<file path="config.mk">
export PLATFORM = sky130hd
export DESIGN_NAME = in_ep_tx_ctrl
export DESIGN_NICKNAME = d
export VERILOG_FILES = /design/src/rtl/in_ep_pkg.sv /design/src/rtl/in_ep_pkt_fifo.sv /design/src/rtl/in_ep_csr.sv /design/src/rtl/in_ep_tx_ctrl.sv
export SDC_FILE = /design/constraint.sdc
export NUM_CORES = 1
export LEC_CHECK = 0
export ABC_AREA = 0
export BUFFER_PORTS_ARGS = -buffer_cell sky130_fd_sc_hd__buf_4
export CAP_MARGIN = 20
export CORE_ASPECT_RATIO = 0.9
export CORE_MARGIN = 4
export CORE_UTILIZATION = 45
export CTS_CLUSTER_DIAMETER = 200
export DETAILED_ROUTE_END_ITERATION = 8
export PLACE_DENSITY = 0.61
export REMOVE_ABC_BUFFERS = 1
export SYNTH_ARGS = -nofsm -noshare
export SYNTH_HDL_FRONTEND = slang
export SYNTH_SLANG_ARGS = --single-unit
</file>
<file path="constraint.sdc">
create_clock -name clk -period 2.5 [get_ports clk]
set_input_delay 0.5 -clock clk [delete_from_list [all_inputs] [get_ports clk]]
set_output_delay 0.5 -clock clk [all_outputs]
set_load 0.02 [all_outputs]
</file>
<file path="src/rtl/in_ep_pkg.sv">
package in_ep_pkg;
  // Register bit positions; software decodes them, so they are fixed.
  localparam int BIT_RDY   = 0;
  localparam int BIT_UNDR  = 1;
  localparam int BIT_STALL = 2;
  localparam int BIT_ISO   = 3;
  localparam int BIT_RATE  = 4;
  localparam int BIT_NE    = 5;
  localparam int BIT_FLUSH = 6;
  localparam int BIT_AUTO  = 7;

  typedef enum logic [1:0] {
    RSP_NONE  = 2'd0,
    RSP_DATA  = 2'd1,
    RSP_NAK   = 2'd2,
    RSP_STALL = 2'd3
  } resp_e;

  // Token answer chosen from the mode bits and packet availability.
  function automatic resp_e pick_rsp(input logic stall, input logic avail,
                                     input logic iso);
    if (stall)      return RSP_STALL;
    else if (avail) return RSP_DATA;
    else if (iso)   return RSP_NONE;
    else            return RSP_NAK;
  endfunction
endpackage

</file>
<file path="src/rtl/in_ep_pkt_fifo.sv">
module in_ep_pkt_fifo #(
  parameter int DATA_W = 8,
  parameter int DEPTH  = 4,
  localparam int IDX_W = $clog2(DEPTH),
  localparam int CNT_W = $clog2(DEPTH + 1)
) (
  input  logic              clk,
  input  logic              rst_n,
  input  logic              wr_en,
  input  logic [DATA_W-1:0] wr_data,
  input  logic              commit,
  input  logic              pop,
  input  logic              rd_adv,
  output logic              wr_accept,
  output logic [1:0]        pkt_cnt,
  output logic [CNT_W-1:0]  fill_cnt,
  output logic [DATA_W-1:0] rd_data,
  output logic [CNT_W-1:0]  rd_len
);
  logic [DATA_W-1:0] mem_q [2][DEPTH];
  logic [CNT_W-1:0]  len_q [2];
  logic              rd_slot_q;
  logic [IDX_W-1:0]  rd_idx_q;
  logic              fill_slot;
  logic              do_commit, do_pop;

  function automatic logic [1:0] cnt_next(input logic [1:0] c, input logic add,
                                          input logic sub);
    return c + {1'b0, add} - {1'b0, sub};
  endfunction

  assign fill_slot = rd_slot_q ^ (pkt_cnt == 2'd1);
  assign wr_accept = wr_en && (pkt_cnt != 2'd2) && (fill_cnt < CNT_W'(DEPTH));
  assign do_commit = commit && (pkt_cnt != 2'd2);
  assign do_pop    = pop && (pkt_cnt != 2'd0);
  assign rd_data   = mem_q[rd_slot_q][rd_idx_q];
  assign rd_len    = len_q[rd_slot_q];

  always_ff @(posedge clk) begin
    if (wr_accept) mem_q[fill_slot][fill_cnt[IDX_W-1:0]] <= wr_data;
  end

  always_ff @(posedge clk) begin
    if (!rst_n) begin
      pkt_cnt   <= '0;
      fill_cnt  <= '0;
      rd_slot_q <= 1'b0;
      rd_idx_q  <= '0;
      len_q[0]  <= '0;
      len_q[1]  <= '0;
    end else begin
      pkt_cnt <= cnt_next(pkt_cnt, do_commit, do_pop);
      if (do_commit) begin
        len_q[fill_slot] <= fill_cnt + CNT_W'(wr_accept);
        fill_cnt         <= '0;
      end else if (wr_accept) begin
        fill_cnt <= fill_cnt + CNT_W'(1);
      end
      if (do_pop) begin
        rd_slot_q <= ~rd_slot_q;
        rd_idx_q  <= '0;
      end else if (rd_adv) begin
        rd_idx_q <= rd_idx_q + IDX_W'(1);
      end
    end
  end


  cnt_cap_chk: assert property (@(posedge clk) disable iff (!rst_n)
    pkt_cnt != 2'd3);

  pop_two_chk: assert property (@(posedge clk) disable iff (!rst_n)
    (pop && !commit && pkt_cnt == 2'd2) |=> pkt_cnt == 2'd1);

  full_commit_chk: assert property (@(posedge clk) disable iff (!rst_n)
    (commit && !pop && pkt_cnt == 2'd2) |=> pkt_cnt == 2'd2);
endmodule

</file>
<file path="src/rtl/in_ep_csr.sv">
module in_ep_csr
  import in_ep_pkg::*;
(
  input  logic       clk,
  input  logic       rst_n,
  input  logic       csr_wr,
  input  logic [7:0] csr_wdata,
  input  logic       undr_set,
  output logic       stall_q,
  output logic       iso_q,
  output logic       rate_q,
  output logic       auto_q,
  output logic       undr_q
);
  always_ff @(posedge clk) begin
    if (!rst_n) begin
      stall_q <= 1'b0;
      iso_q   <= 1'b0;
      rate_q  <= 1'b0;
      auto_q  <= 1'b0;
      undr_q  <= 1'b0;
    end else begin
      if (csr_wr) begin
        stall_q <= csr_wdata[BIT_STALL];
        iso_q   <= csr_wdata[BIT_ISO];
        rate_q  <= csr_wdata[BIT_RATE];
        auto_q  <= csr_wdata[BIT_AUTO];
      end
      if (undr_set)                              undr_q <= 1'b1;
      else if (csr_wr && !csr_wdata[BIT_UNDR])   undr_q <= 1'b0;
    end
  end


  undr_clr_chk: assert property (@(posedge clk) disable iff (!rst_n)
    (csr_wr && !csr_wdata[BIT_UNDR] && !undr_set) |=> !undr_q);

  undr_keep_chk: assert property (@(posedge clk) disable iff (!rst_n)
    (undr_q && !(csr_wr && !csr_wdata[BIT_UNDR])) |=> undr_q);
endmodule

</file>
<file path="src/rtl/in_ep_tx_ctrl.sv">
module in_ep_tx_ctrl
  import in_ep_pkg::*;
#(
  parameter int DATA_W = 8,
  parameter int MAX_PKT = 4,
  localparam int CNT_W = $clog2(MAX_PKT + 1)
) (
  input  logic              clk,
  input  logic              rst_n,
  input  logic              csr_wr,
  input  logic [7:0]        csr_wdata,
  output logic [7:0]        csr_rdata,
  input  logic              fifo_wr,
  input  logic [DATA_W-1:0] fifo_wdata,
  input  logic [CNT_W-1:0]  max_pkt_len,
  input  logic              in_token,
  input  logic              tx_rd,
  input  logic              tx_done,
  output logic [DATA_W-1:0] tx_rdata,
  output logic [CNT_W-1:0]  tx_len,
  output logic              rsp_data,
  output logic              rsp_nak,
  output logic              rsp_stall
);
  logic             busy_q, flush_pend_q;
  logic             stall_q, iso_q, rate_q, auto_q, undr_q;
  logic             wr_accept;
  logic [1:0]       pkt_cnt;
  logic [CNT_W-1:0] fill_cnt;
  // Named internal events for the assertions.
  logic             flush_req, flush_now, tx_end, pop, tok_ok, has_pkt;
  logic             auto_commit, commit, undr_set, tx_start;
  resp_e            sel;

  function automatic logic hits_limit(input logic [CNT_W-1:0] cnt,
                                      input logic [CNT_W-1:0] lim);
    return (cnt + CNT_W'(1)) == lim;
  endfunction

  assign flush_req   = csr_wr && csr_wdata[BIT_FLUSH];
  assign flush_now   = !busy_q && (flush_req || flush_pend_q);
  assign tx_end      = busy_q && tx_done;
  assign pop         = tx_end || flush_now;
  assign tok_ok      = in_token && !busy_q;
  assign has_pkt     = (pkt_cnt != 2'd0) && !flush_now;
  assign sel         = pick_rsp(stall_q, has_pkt, iso_q);
  assign tx_start    = tok_ok && (sel == RSP_DATA);
  assign undr_set    = tok_ok && (sel == RSP_NONE);
  assign auto_commit = auto_q && wr_accept && hits_limit(fill_cnt, max_pkt_len);
  assign commit      = (csr_wr && csr_wdata[BIT_RDY]) || auto_commit;

  in_ep_pkt_fifo #(.DATA_W(DATA_W), .DEPTH(MAX_PKT)) u_fifo (
    .clk(clk), .rst_n(rst_n),
    .wr_en(fifo_wr), .wr_data(fifo_wdata),
    .commit(commit), .pop(pop), .rd_adv(busy_q && tx_rd),
    .wr_accept(wr_accept), .pkt_cnt(pkt_cnt), .fill_cnt(fill_cnt),
    .rd_data(tx_rdata), .rd_len(tx_len)
  );

  in_ep_csr u_csr (
    .clk(clk), .rst_n(rst_n),
    .csr_wr(csr_wr), .csr_wdata(csr_wdata), .undr_set(undr_set),
    .stall_q(stall_q), .iso_q(iso_q), .rate_q(rate_q),
    .auto_q(auto_q), .undr_q(undr_q)
  );

  always_comb begin
    csr_rdata            = '0;
    csr_rdata[BIT_RDY]   = pkt_cnt != 2'd0;
    csr_rdata[BIT_UNDR]  = undr_q;
    csr_rdata[BIT_STALL] = stall_q;
    csr_rdata[BIT_ISO]   = iso_q;
    csr_rdata[BIT_RATE]  = rate_q;
    csr_rdata[BIT_NE]    = (pkt_cnt != 2'd0) || (fill_cnt != '0);
    csr_rdata[BIT_AUTO]  = auto_q;
  end

  always_ff @(posedge clk) begin
    if (!rst_n) begin
      busy_q       <= 1'b0;
      flush_pend_q <= 1'b0;
      rsp_data     <= 1'b0;
      rsp_nak      <= 1'b0;
      rsp_stall    <= 1'b0;
    end else begin
      if (tx_start)    busy_q <= 1'b1;
      else if (tx_end) busy_q <= 1'b0;
      flush_pend_q <= busy_q && (flush_pend_q || flush_req);
      rsp_data     <= tx_start;
      rsp_nak      <= tok_ok && (sel == RSP_NAK);
      rsp_stall    <= tok_ok && (sel == RSP_STALL);
    end
  end


  stall_rsp_chk: assert property (@(posedge clk) disable iff (!rst_n)
    (in_token && !busy_q && stall_q) |=> (rsp_stall && !rsp_data && !rsp_nak));

  data_rsp_chk: assert property (@(posedge clk) disable iff (!rst_n)
    (in_token && !busy_q && !stall_q && pkt_cnt != 2'd0 && !flush_now)
      |=> (rsp_data && busy_q));

  nak_rsp_chk: assert property (@(posedge clk) disable iff (!rst_n)
    (in_token && !busy_q && !stall_q && !iso_q && pkt_cnt == 2'd0) |=> rsp_nak);

  undr_rsp_chk: assert property (@(posedge clk) disable iff (!rst_n)
    (in_token && !busy_q && !stall_q && iso_q && pkt_cnt == 2'd0)
      |=> (undr_q && !rsp_nak && !rsp_data));

  busy_tok_chk: assert property (@(posedge clk) disable iff (!rst_n)
    (in_token && busy_q) |=> !(rsp_data || rsp_nak || rsp_stall));

  flush_defer_chk: assert property (@(posedge clk) disable iff (!rst_n)
    (busy_q && flush_req && !tx_done && pkt_cnt == 2'd2) |=> pkt_cnt == 2'd2);

  rsp_excl_chk: assert property (@(posedge clk) disable iff (!rst_n)
    $onehot0({rsp_data, rsp_nak, rsp_stall}));
endmodule

</file>
Yosys cells after proc, flatten, opt, wreduce, memory -nomap -nowiden --
Memories as Yosys holds them, arrays and structs flattened. A register that Yosys moved wholly into a read port is not among the register bits. Index checks and enable logic that the tools add are counted.
Cells by class: add/subtract/negate cells 5, magnitude comparators 4, equal/unequal tests 6, muxes and demuxes 25, bitwise operators 5, reductions and logical operators 35
Operator list (number):
- 32-bit 2-to-1 mux | 1
- 8-bit 2-to-1 mux | 3
- 1-bit logical AND | 20
- 8-bit binary-select mux with 2-bit select | 1
- 8-bit demux with 2-bit select | 1
- 1-bit 2-to-1 mux | 15
- 3-bit >= comparator (second input constant) | 2
- 2-bit 2-to-1 mux | 3
- 2-bit NOT with 3-bit output | 2
- 2-bit nonzero test | 3
- 2-bit by 1-bit == test with 1-bit output (second input constant) | 2
- 2-bit == test (second input constant) | 2
- 1-bit logical OR | 4
- 2-bit OR reduction | 2
- 3-bit by 1-bit adder with 3-bit output | 1
- 3-bit by 1-bit adder with 3-bit output (second input constant) | 1
- 3-bit == test | 1
- 1-bit logical NOT | 3
- 3-bit by 1-bit less-than comparator with 1-bit output (second input constant) | 1
- 3-bit less-than comparator (second input constant) | 1
- 3-bit 2-to-1 mux | 1
- 3-bit nonzero test | 1
- 3-bit OR reduction | 1
- 2-bit by 1-bit adder with 2-bit output | 1
- 6 further kinds | 7
Storage, ports and cells: bits in registers 18, memory bits (writable) 70, input port bits 26, output and inout port bits 22, word-level logic and storage cells 96, memories kept 2
Memories:
- u_fifo.mem_q | words 2, bits a word 32, rd ports 1, clocked after Yosys merged registers in 1, wr ports 1, line in_ep_pkt_fifo.sv:20 | logic [DATA_W-1:0] mem_q [2][DEPTH];
- u_fifo.len_q | words 2, bits a word 3, rd ports 1, clocked after Yosys merged registers in 1, wr ports 2, line in_ep_pkt_fifo.sv:21 | logic [CNT_W-1:0] len_q [2];

Logic depth before layout (Yosys ltp) --
Gate-level depths: netlist of the first run.
depth in word-level cells 12, depth in mapped cells 10

Hierarchy --
A second synthesis of the first run with hierarchy kept.
Second synthesis, totals: cell total of the unflattened synthesis 240, area, all modules 3893.7 µm²
By module, submodules not included:
- in_ep_pkt_fifo | times used 1, cells each 183, area an instance 3352.0 µm²
- in_ep_tx_ctrl | times used 1, cells each 40, area an instance 349.1 µm²
- in_ep_csr | times used 1, cells each 17, area an instance 192.7 µm²

Least setup slack after synthesis of the first run --
Ideal clock, no wire load.
kind register to register, start register u_fifo.fill_cnt[0], end register u_fifo.pkt_cnt[1], arrival time 2.029 ns, data required time 2.385 ns, path slack 0.356 ns, stages on the path, launching flop included 11, path buffers 0, period minus slack after synthesis 2.144 ns, cell sequence dfxtp_1 > inv_1 > ha_1 > xnor2_1 > and4_4 > a21oi_2 > inv_1 > ha_1 > xnor2_1 > xnor2_1 > and2_1
Between the ends: word-level cells in the longest chain between the ends 8
Ends and longest elaborated chain:
- start: declaration | line in_ep_pkt_fifo.sv:16 | output logic [CNT_W-1:0] fill_cnt,
- start signal: assignment | line in_ep_pkt_fifo.sv:57 | fill_cnt <= fill_cnt + CNT_W'(1);
- branches (longest 3 deep; another with 3-bit by 1-bit adder with 3-bit output)
- 1-bit logical AND (*) | line in_ep_tx_ctrl.sv:49 | assign auto_commit = auto_q && wr_accept && hits_limit(fill_cnt, max_pkt_len);
- 1-bit logical OR (*) | line in_ep_tx_ctrl.sv:50 | assign commit = (csr_wr && csr_wdata[BIT_RDY]) || auto_commit;
- 1-bit logical AND (*) | line in_ep_pkt_fifo.sv:34 | assign do_commit = commit && (pkt_cnt != 2'd2);
- 2-bit by 1-bit adder with 2-bit output (*) | line in_ep_pkt_fifo.sv:29 | return c + {1'b0, add} - {1'b0, sub};
- 2-bit by 1-bit subtractor with 2-bit output (*) | line in_ep_pkt_fifo.sv:29
- end signal: assignment | line in_ep_pkt_fifo.sv:52 | pkt_cnt <= cnt_next(pkt_cnt, do_commit, do_pop);
- end: declaration | line in_ep_pkt_fifo.sv:15 | output logic [1:0] pkt_cnt,
Every way passes the cells marked *. A chain may end at the register's enable or synchronous reset.

==> results of run 1 <==
[layout make-up]
cell class / count / area share, %
tap: 115 / 3.232
clock inverter: 6 / 1.321
multi-input combinational: 124 / 27.54
inverter: 8 / 0.6745
timing repair buffer: 50 / 8.600
clock buffer: 10 / 2.867
sequential: 89 / 55.76
[synthesized netlist by cell type, drive strengths merged (2+ instances only)]
library cell,count
nand2b,3
buf,11
nor3b,2
xor2,3
o21ai,6
inv,8
a211oi,2
edfxtp,70
dfxtp,19
and2,4
clkbuf,4
a21oi,4
mux4,16
ha,8
xnor2,7
mux2i,5
nand2,9
nor2,8
nor2b,7
nor3,7
mux2,11
and3,8
[state kept, by name, indices dropped and copies added (netlist names), named ones only]
signal and cells:
u_fifo.len_q 6, rsp_nak 1, u_csr.auto_q 1, u_csr.undr_q 1, rsp_data 1, u_fifo.fill_cnt 3
u_csr.rate_q 1, u_fifo.rd_slot_q 1, flush_pend_q 1, busy_q 1, u_csr.iso_q 1, u_fifo.mem_q 64
u_csr.stall_q 1, u_fifo.pkt_cnt 2, u_fifo.rd_idx_q 2, rsp_stall 1
[worst max-delay path, cell delays in order, from the launching register on]
cell	delay, ps
dfxtp_1	370
buf_6	190
mux4_1	550
mux2_2	300
buf_4	160
[per-layer routing]
metal / global-route usage (%) / routed length, um / vias up / share of wire, %
met1: 19.97 / 3068 / 991 / 46
met2: 22.08 / 3248 / 44 / 48
met4: 4.590 / 102 / 0 / 1.5
li1: - / - / 987 / -
met5: 0 / 0 / - / 0
met3: 4.896 / 281 / 8 / 4.2
[final timing paths]
path                            depth (start not counted)                            end                             from
worst max register to register                         10   u_fifo.pkt_cnt[1]$_SDFF_PN0_  u_fifo.fill_cnt[0]$_SDFFE_PP0N_
worst max-delay path                                    4                    tx_rdata[6]                             flop
worst min register to register                          2      u_csr.undr_q$_SDFFE_PN0P_        u_csr.undr_q$_SDFFE_PN0P_
worst min-delay path                                    1  u_fifo.mem_q[1][12]$_DFFE_PP_                    fifo_wdata[4]
[per-stage QoR]
stage / hold slack (ps) / setup TNS, ps / util (%) / setup slack (ps)
floorplan: 467.4 / 0 / - / 218.6
global placement: 472.1 / 0 / 52.03 / 258.6
detailed placement: 484.8 / 0 / 52.03 / 193.2
CTS: 359.6 / 0 / 54.30 / 35.28
global route: 353.3 / -9.449 / 54.40 / -9.449
finish: 379.5 / 0 / 54.40 / 87.27
[logic make-up (layout without fill, tap and decap cells)]
group / Yosys count / count (layout)
fa+ha+maj: 8 / 8
xor+xnor: 10 / 10
mux: 32 / 32
flops: 89 / 89
compound gates: 18 / 18
other cells: 1 / 1
buf+inv: 23 / 74
simple gates: 55 / 55
[power breakdown]
group | switching [W] | leakage, nW | total, W | internal, W
clock network | 0.000475 | 0.0913 | 0.000930 | 0.000455
logic | 0.000597 | 0.763 | 0.00111 | 0.000515
registers | 0.0000687 | 0.799 | 0.00184 | 0.00177
==> impl_metrics.yaml, run 1 <==
power_and_ir_drop:
  p_total_w: 0.003881
  p_leak_nw: 1.653
  ir_drop_uv: 341.6
  power.density_nw_per_um2: 871.8
die:
  dieHeight_um: 95.72
  fp.dieW_um: 105.5
  initial_core_util_pct: 47.01
  fp-row-count: 31
  fp.coreArea_um2: 8184
  die_area_um2: 10100
  ios: 48
cells_and_area:
  seq_area_um2: 2482
  num_antenna_cells: 0
  multi_input_area_um2: 1226
  drive_above_1_share_pct: 30.31
  fin_nets: 316
  layout_commonest_cell: "edfxtp_1"
  syn_to_final_growth_pct: 15.71
  stdcell_area_um2: 4452
  layout_common_cells: "70 x edfxtp_1, 48 x buf_4, 19 x dfxtp_1"
  instances_no_fill: 402
  fillers: 681
synthesis:
  ys.flop_type: "edfxtp_1"
  ys_seq_area_share_pct: 64.52
  synth_cell_types: 46
  synth_xor_area_share_pct: 2.276
  synth_warnings: 0
  synth_area_leaders: "edfxtp_1 55%, dfxtp_1 9.9%, mux4_1 6.1%"
  yosys.area.top_type: "edfxtp_1"
  synth-seq-cells: 89
  synth_cells: 236
  syn_area_um2: 3847
  synth_mux_area_share_pct: 15.45
  synthAdderAreaFrac_pct: 2.602
  synth-compound-area-share_pct: 3.252
  synth_edf_count: 70
  synth_top_family_by_area: "multiplexers"
  async_flop_share_pct: 0
  synth_area_per_cell_um2: 16.30
  synth_top_area_share_pct: 54.63
  synth-simple-area-share_pct: 8.195
placement:
  gp_congestion: 0.7120
  placed_area_um2: 4258
  hpwl_um: 4560
  port_buffers: 45
  place_inst: 386
sta:
  fin_crit_sh_pct: 96.51
  finalHoldViolations: 0
  setup_viol: 0
  relSlewSlack_pct: 60.71
  rsz0062_at_grt: "yes"
  min_period_ps: 2413
  clock_skew_ps: 9.925
  fmax_mhz: 414.5
  slew_violations: 0
  worst_pin_slew_ps: 589.4
route:
  vias: 2030
  drt_pre_antenna_iters: 4
  routedWlPerCell_um: 16.67
  viasPerCell: 5.050
  drc: 0
  antenna_left: 0
  detail_route.iter0.violations: 119
  drt_wl_total_um: 6700
clock_network:
  root_buffer: "clkbuf_8"
  cts.sinks: 89
  cts_tree: "yes"
  cts_max_level: 3
  postCtsSetupBuffers: 0
  clk_path_buf_depth: 2
  insertion_delay_ps: 350
  ctsResizeCount: 0
  cts_hold_buf: 0
  clk_pin_slew_worst_paths_ps: 80
  cts_buffers: 9
job:
  drv_cap: 0
critical_path:
  critPathLaunchType: "flop"
  endpoint_kind: "primary output"
  worstPathRequired_ps: 2000
  crit_arrival_ps: 1910
  critPathKind: "flop to primary output"
  crit_fanout: 11
  rrSetupSlack_ps: 200
global_route:
  antenna_found_initial: 0
  grt_usage_pct: 14.55
  gr-total-overflow: 0
  grt_max_degree: 21
  grt_pass1_wl_um: 10830
  first_global_vias: 2039
outcome:
  status: "complete, no violations"
worst_hold_path:
  worstHoldPathType: "primary input to flop"
Note: power is estimated with default switching activity, not from simulation.
==> inputs of run 2 (changes only) <==
--- a/config.mk
+++ b/config.mk
@@ -15,2 +15,3 @@
 export DETAILED_ROUTE_END_ITERATION = 8
+export GPL_TIMING_DRIVEN = 0
 export PLACE_DENSITY = 0.61
--- a/constraint.sdc
+++ b/constraint.sdc
@@ -3,2 +3,2 @@
 set_output_delay 0.5 -clock clk [all_outputs]
-set_load 0.02 [all_outputs]
+set_load 0.05 [all_outputs]
==> impl_metrics.yaml, run 2 (synthesized netlist as in run 1, its figures left out) <==
sta:
  finalHoldViolations: 0
  clock_skew_ps: 6.205
  fmax_mhz: 412.7
  setup_viol: 0
  setup_ws_ps: 76.78
  relSlewSlack_pct: 51.91
  fin_crit_sh_pct: 96.93
  slew_violations: 0
  holdWs_ps: 385.1
  rsz0062_at_grt: "no"
  min_period_ps: 2423
  worst_pin_slew_ps: 720.3
  setup_tns_ps: 0
critical_path:
  crit_buf_inv: 2
  crit_family: "multiplexers"
  path_cells: "buf_8 -> mux4_1 -> mux2_2 -> buf_4"
  endpoint_kind: "primary output"
  cpMaxStageDelayCell: "mux4_1"
  critPathLaunchType: "flop"
  crit_arrival_ps: 1920
  critPathKind: "flop to primary output"
  crit_fanout: 11
  critPathMaxStageDelay_ps: 550
  worstPathRequired_ps: 2000
power_and_ir_drop:
  ir_drop_uv: 397.2
  p_leak_nw: 1.634
  power.density_nw_per_um2: 920.6
global_route:
  grt_usage_pct: 14.54
  grt_pass1_wl_um: 10760
  first_global_vias: 2044
  gr-total-overflow: 0
  antenna_found_initial: 0
  grt_max_degree: 21
route:
  drt_wl_total_um: 6835
  vias: 2029
  antenna_left: 0
  viasPerCell: 5.085
  routedWlPerCell_um: 17.13
  drc: 0
  drt_pre_antenna_iters: 4
  detail_route.iter0.violations: 125
placement:
  gp_congestion: 0.7726
  port_buffers: 45
  place_ws_ps: 1.943
  hpwl_um: 4501
clock_network:
  cts_buffers: 9
  cts_hold_buf: 0
  clk_pin_slew_worst_paths_ps: 90
  cts.sinks: 89
  cts_max_level: 3
  root_buffer: "clkbuf_8"
  cts_tree: "yes"
  insertion_delay_ps: 340
  clk_path_buf_depth: 2
cells_and_area:
  fillers: 666
  num_antenna_cells: 0
  drive_above_1_share_pct: 30.99
  fin_nets: 313
  layout_commonest_cell: "edfxtp_1"
  utilization_pct: 54.23
  largest_register_ffs: 64
  layout_common_cells: "70 x edfxtp_1, 45 x buf_4, 17 x dfxtp_1"
  syn_to_final_growth_pct: 15.35
die:
  fp-row-count: 31
  initial_core_util_pct: 47.01
  fp.dieW_um: 105.5
  ios: 48
  fp.coreArea_um2: 8184
  dieHeight_um: 95.72
  die_area_um2: 10100
worst_hold_path:
  worstHoldPathType: "primary input to flop"
job:
  drv_cap: 0
outcome:
  status: "complete, no violations"
run 2: cell count changes in the layout (fill, tap and decap cells not counted), sizes merged:
cell / previous run / this run
buf: 50 / 47
clkinv: 4 / 2
inv: 8 / 10
bufinv: 1 / 0
clkinvlp: 1 / 2
run 2: routing by layer:
metal  vias to the layer above  GRT usage (%)  routed length (um)
met5                         -              0                   0
li1                        985              -                   -
met3                         2          4.158                 254
met4                         0          4.262                  37
met2                        37          23.04                3289
met1                      1005          19.76                3254
run 2: final cells by class:
| type | instances | area [um2] | area share, % |
|---|---|---|---|
| inverters | 8 | 30.03 | 0.6766 |
| clock buffers | 10 | 127.6 | 2.876 |
| flip-flops and latches | 89 | 2487 | 56.05 |
| clock inverters | 6 | 42.54 | 0.9586 |
| repair buffers | 47 | 372.9 | 8.401 |
| well taps | 115 | 143.9 | 3.242 |
| multi-input cells | 124 | 1234 | 27.80 |
run 2: power by group:
group / internal [W] / total [W] / leakage [nW] / switching, W
registers: 0.00177 / 0.00186 / 0.800 / 0.0000846
clock network: 0.000365 / 0.000863 / 0.0831 / 0.000498
logic: 0.000526 / 0.00137 / 0.751 / 0.000840
total: 0.00266 / 0.00409 / 1.63 / 0.00142
run 2: final timing paths:
path / from / end / slack, ps / depth (start not counted)
max: flop / tx_rdata[6] / 80 / 4
min: fifo_wdata[4] / u_fifo.mem_q[0][12]$_DFFE_PP_ / 390 / 1
max reg2reg: u_fifo.fill_cnt[0]$_SDFFE_PP0N_ / u_fifo.pkt_cnt[1]$_SDFF_PN0_ / 180 / 10
min reg2reg: u_csr.undr_q$_SDFFE_PN0P_ / u_csr.undr_q$_SDFFE_PN0P_ / 500 / 2
run 2: stage by stage:
step / total power, W / area [um2] / std cells
finish: 0.004086 / 4438 / 399
global route: 0.004305 / 4438 / 399
CTS: 0.004124 / 4431 / 399
detailed placement: 0.003244 / 4235 / 382
global placement: 0.003214 / 4220 / 381
floorplan: 0.002843 / 3739 / 221
run 2: timing repair:
action	CTS	global route
pin swaps	0	0
buffers inserted	1	0
resized for setup	3	1
endpoints found under the hold margin	0	0
endpoints found under the setup margin	8	1
==> inputs of run 3 (changes only) <==
- RECOVER_POWER: default -> 100
==> impl_metrics.yaml, run 3 (synthesized netlist as in run 1, its figures left out) <==
outcome:
  status: "complete, no violations"
die:
  fp.coreArea_um2: 8184
  initial_core_util_pct: 47.01
  fp.dieW_um: 105.5
  die_area_um2: 10100
  dieHeight_um: 95.72
  ios: 48
  fp-row-count: 31
placement:
  gp_congestion: 0.7726
  hpwl_um: 4501
  place_inst: 382
  place_ws_ps: 1.943
  port_buffers: 45
route:
  dr_wl_met3_um: 191
  wl_met2_um: 3233
  routedWlPerCell_um: 17.11
  routed.top_layer: "met4"
  vias: 2009
  drc: 0
  detail_route.iter0.violations: 124
  drt_pre_antenna_iters: 4
  antenna_left: 0
  drt_wl_total_um: 6825
  met1_length_um: 3322
  viasPerCell: 5.035
global_route:
  gr-total-overflow: 0
  grt_max_degree: 21
  antenna_found_initial: 0
  grt_pass1_wl_um: 10760
  grt_usage_pct: 14.54
  first_global_vias: 2044
critical_path:
  crit_arrival_ps: 1920
  critPathLaunchType: "flop"
  path_cells: "buf_8 -> mux4_1 -> mux2_2 -> buf_4"
  worst-path-stages: 4
  cpMaxStageDelayCell: "mux4_1"
  crit_family: "multiplexers"
  worstPathRequired_ps: 2000
  critPathKind: "flop to primary output"
  reg2reg_from: "u_fifo.fill_cnt[0]$_SDFFE_PP0N_"
  crit_buf_inv: 2
  critPathMaxStageDelay_ps: 550
  reg2reg_depth: 10
  endpoint_kind: "primary output"
  crit_fanout: 11
sta:
  relSlewSlack_pct: 50.88
  setup_viol: 0
  fmax_mhz: 412.4
  rsz0062_at_grt: "no"
  fin_crit_sh_pct: 96.98
  slew_violations: 0
  setup_ws_ps: 75.39
  min_period_ps: 2425
  worst_pin_slew_ps: 735.8
  clock_skew_ps: 8.875
  finalHoldViolations: 0
worst_hold_path:
  hold_path_depth: 3
  hold_start: "csr_wdata[4]"
  worstHoldPathType: "primary input to flop"
cells_and_area:
  syn_to_final_growth_pct: 13.04
  layout_commonest_cell: "edfxtp_1"
  drive_above_1_share_pct: 22.89
  largest_register_ffs: 64
  instances_no_fill: 399
  num_antenna_cells: 0
  layout_common_cells: "70 x edfxtp_1, 22 x clkbuf_1, 20 x buf_4"
  fin_nets: 313
power_and_ir_drop:
  intPower_w: 0.002616
  pwr-share-clk_pct: 21.4
  power.density_nw_per_um2: 926.9
  p_total_w: 0.004031
  switching_share_pct: 35.10
  p_seq_share_pct: 46.1
  power_frac_comb_pct: 32.6
  ir_drop_uv: 373.1
  p_sw_w: 0.001415
  p_leak_nw: 1.550
clock_network:
  cts_buffers: 9
  clk_pin_slew_worst_paths_ps: 90
  cts_tree: "yes"
  insertion_delay_ps: 350
  cts.sinks: 89
  root_buffer: "clkbuf_8"
  clk_path_buf_depth: 2
  cts_hold_buf: 0
  cts_max_level: 3
job:
  drv_cap: 0
run 3: through the flow:
stage	setup TNS [ps]	hold slack, ps	instance area (um2)	utilization [%]
2_1_floorplan	0	467.4	3739	-
3_3_place_gp	-2009	471.3	4220	51.57
3_5_place_dp	0	487.7	4235	51.75
4_1_cts	0	364.1	4431	54.14
5_1_grt	0	421.6	4349	53.14
6_report	0	417.2	4349	53.14
run 3: layer usage:
metal	global-route usage (%)	vias to the layer above
met3	4.158	5
met5	0	-
li1	-	985
met2	23.04	24
met4	4.262	0
met1	19.76	995
run 3: final timing paths:
kind / to / slack, ps
setup / recovery: tx_rdata[6] / 80
hold reg to reg: u_csr.undr_q$_SDFFE_PN0P_ / 500
hold / removal: u_csr.rate_q$_SDFFE_PN0P_ / 420
setup reg to reg: u_fifo.pkt_cnt[1]$_SDFF_PN0_ / 190
run 3: cell type report:
type                       count  area, um2
multi-input combinational    124       1226
clock inverter                 6      42.54
timing repair buffer          47      291.5
fill                         683       3835
clock buffer                  10      127.6
tap                          115      143.9
sequential                    89       2487
inverter                       8      30.03
run 3: what timing repair did:
| action | 4_1_cts | 5_1_grt |
|---|---|---|
| gates resized for setup | 3 | 1 |
| setup endpoints to repair | 8 | 1 |
| cloned | 0 | 0 |
| buffers inserted | 1 | 0 |
run 3: worst register-to-register path, cell delays in order, from the launching register on:
cell	delay (ps)
dfxtp_1	480
inv_1	100
ha_1	330
xnor2_1	140
and4_4	210
a21oi_4	250
inv_1	80
ha_1	190
xnor2_1	180
xnor2_1	80
and2_1	150
run 3: power groups by stage:
stage                     logic [W]  clock network, W  registers [W]
after detailed placement    0.00134                 0        0.00191
after floorplan            0.000925                 0        0.00192
after global routing        0.00142          0.000958        0.00188
after global placement      0.00130                 0        0.00192
final                       0.00131          0.000862        0.00186
after CTS                   0.00138          0.000888        0.00186
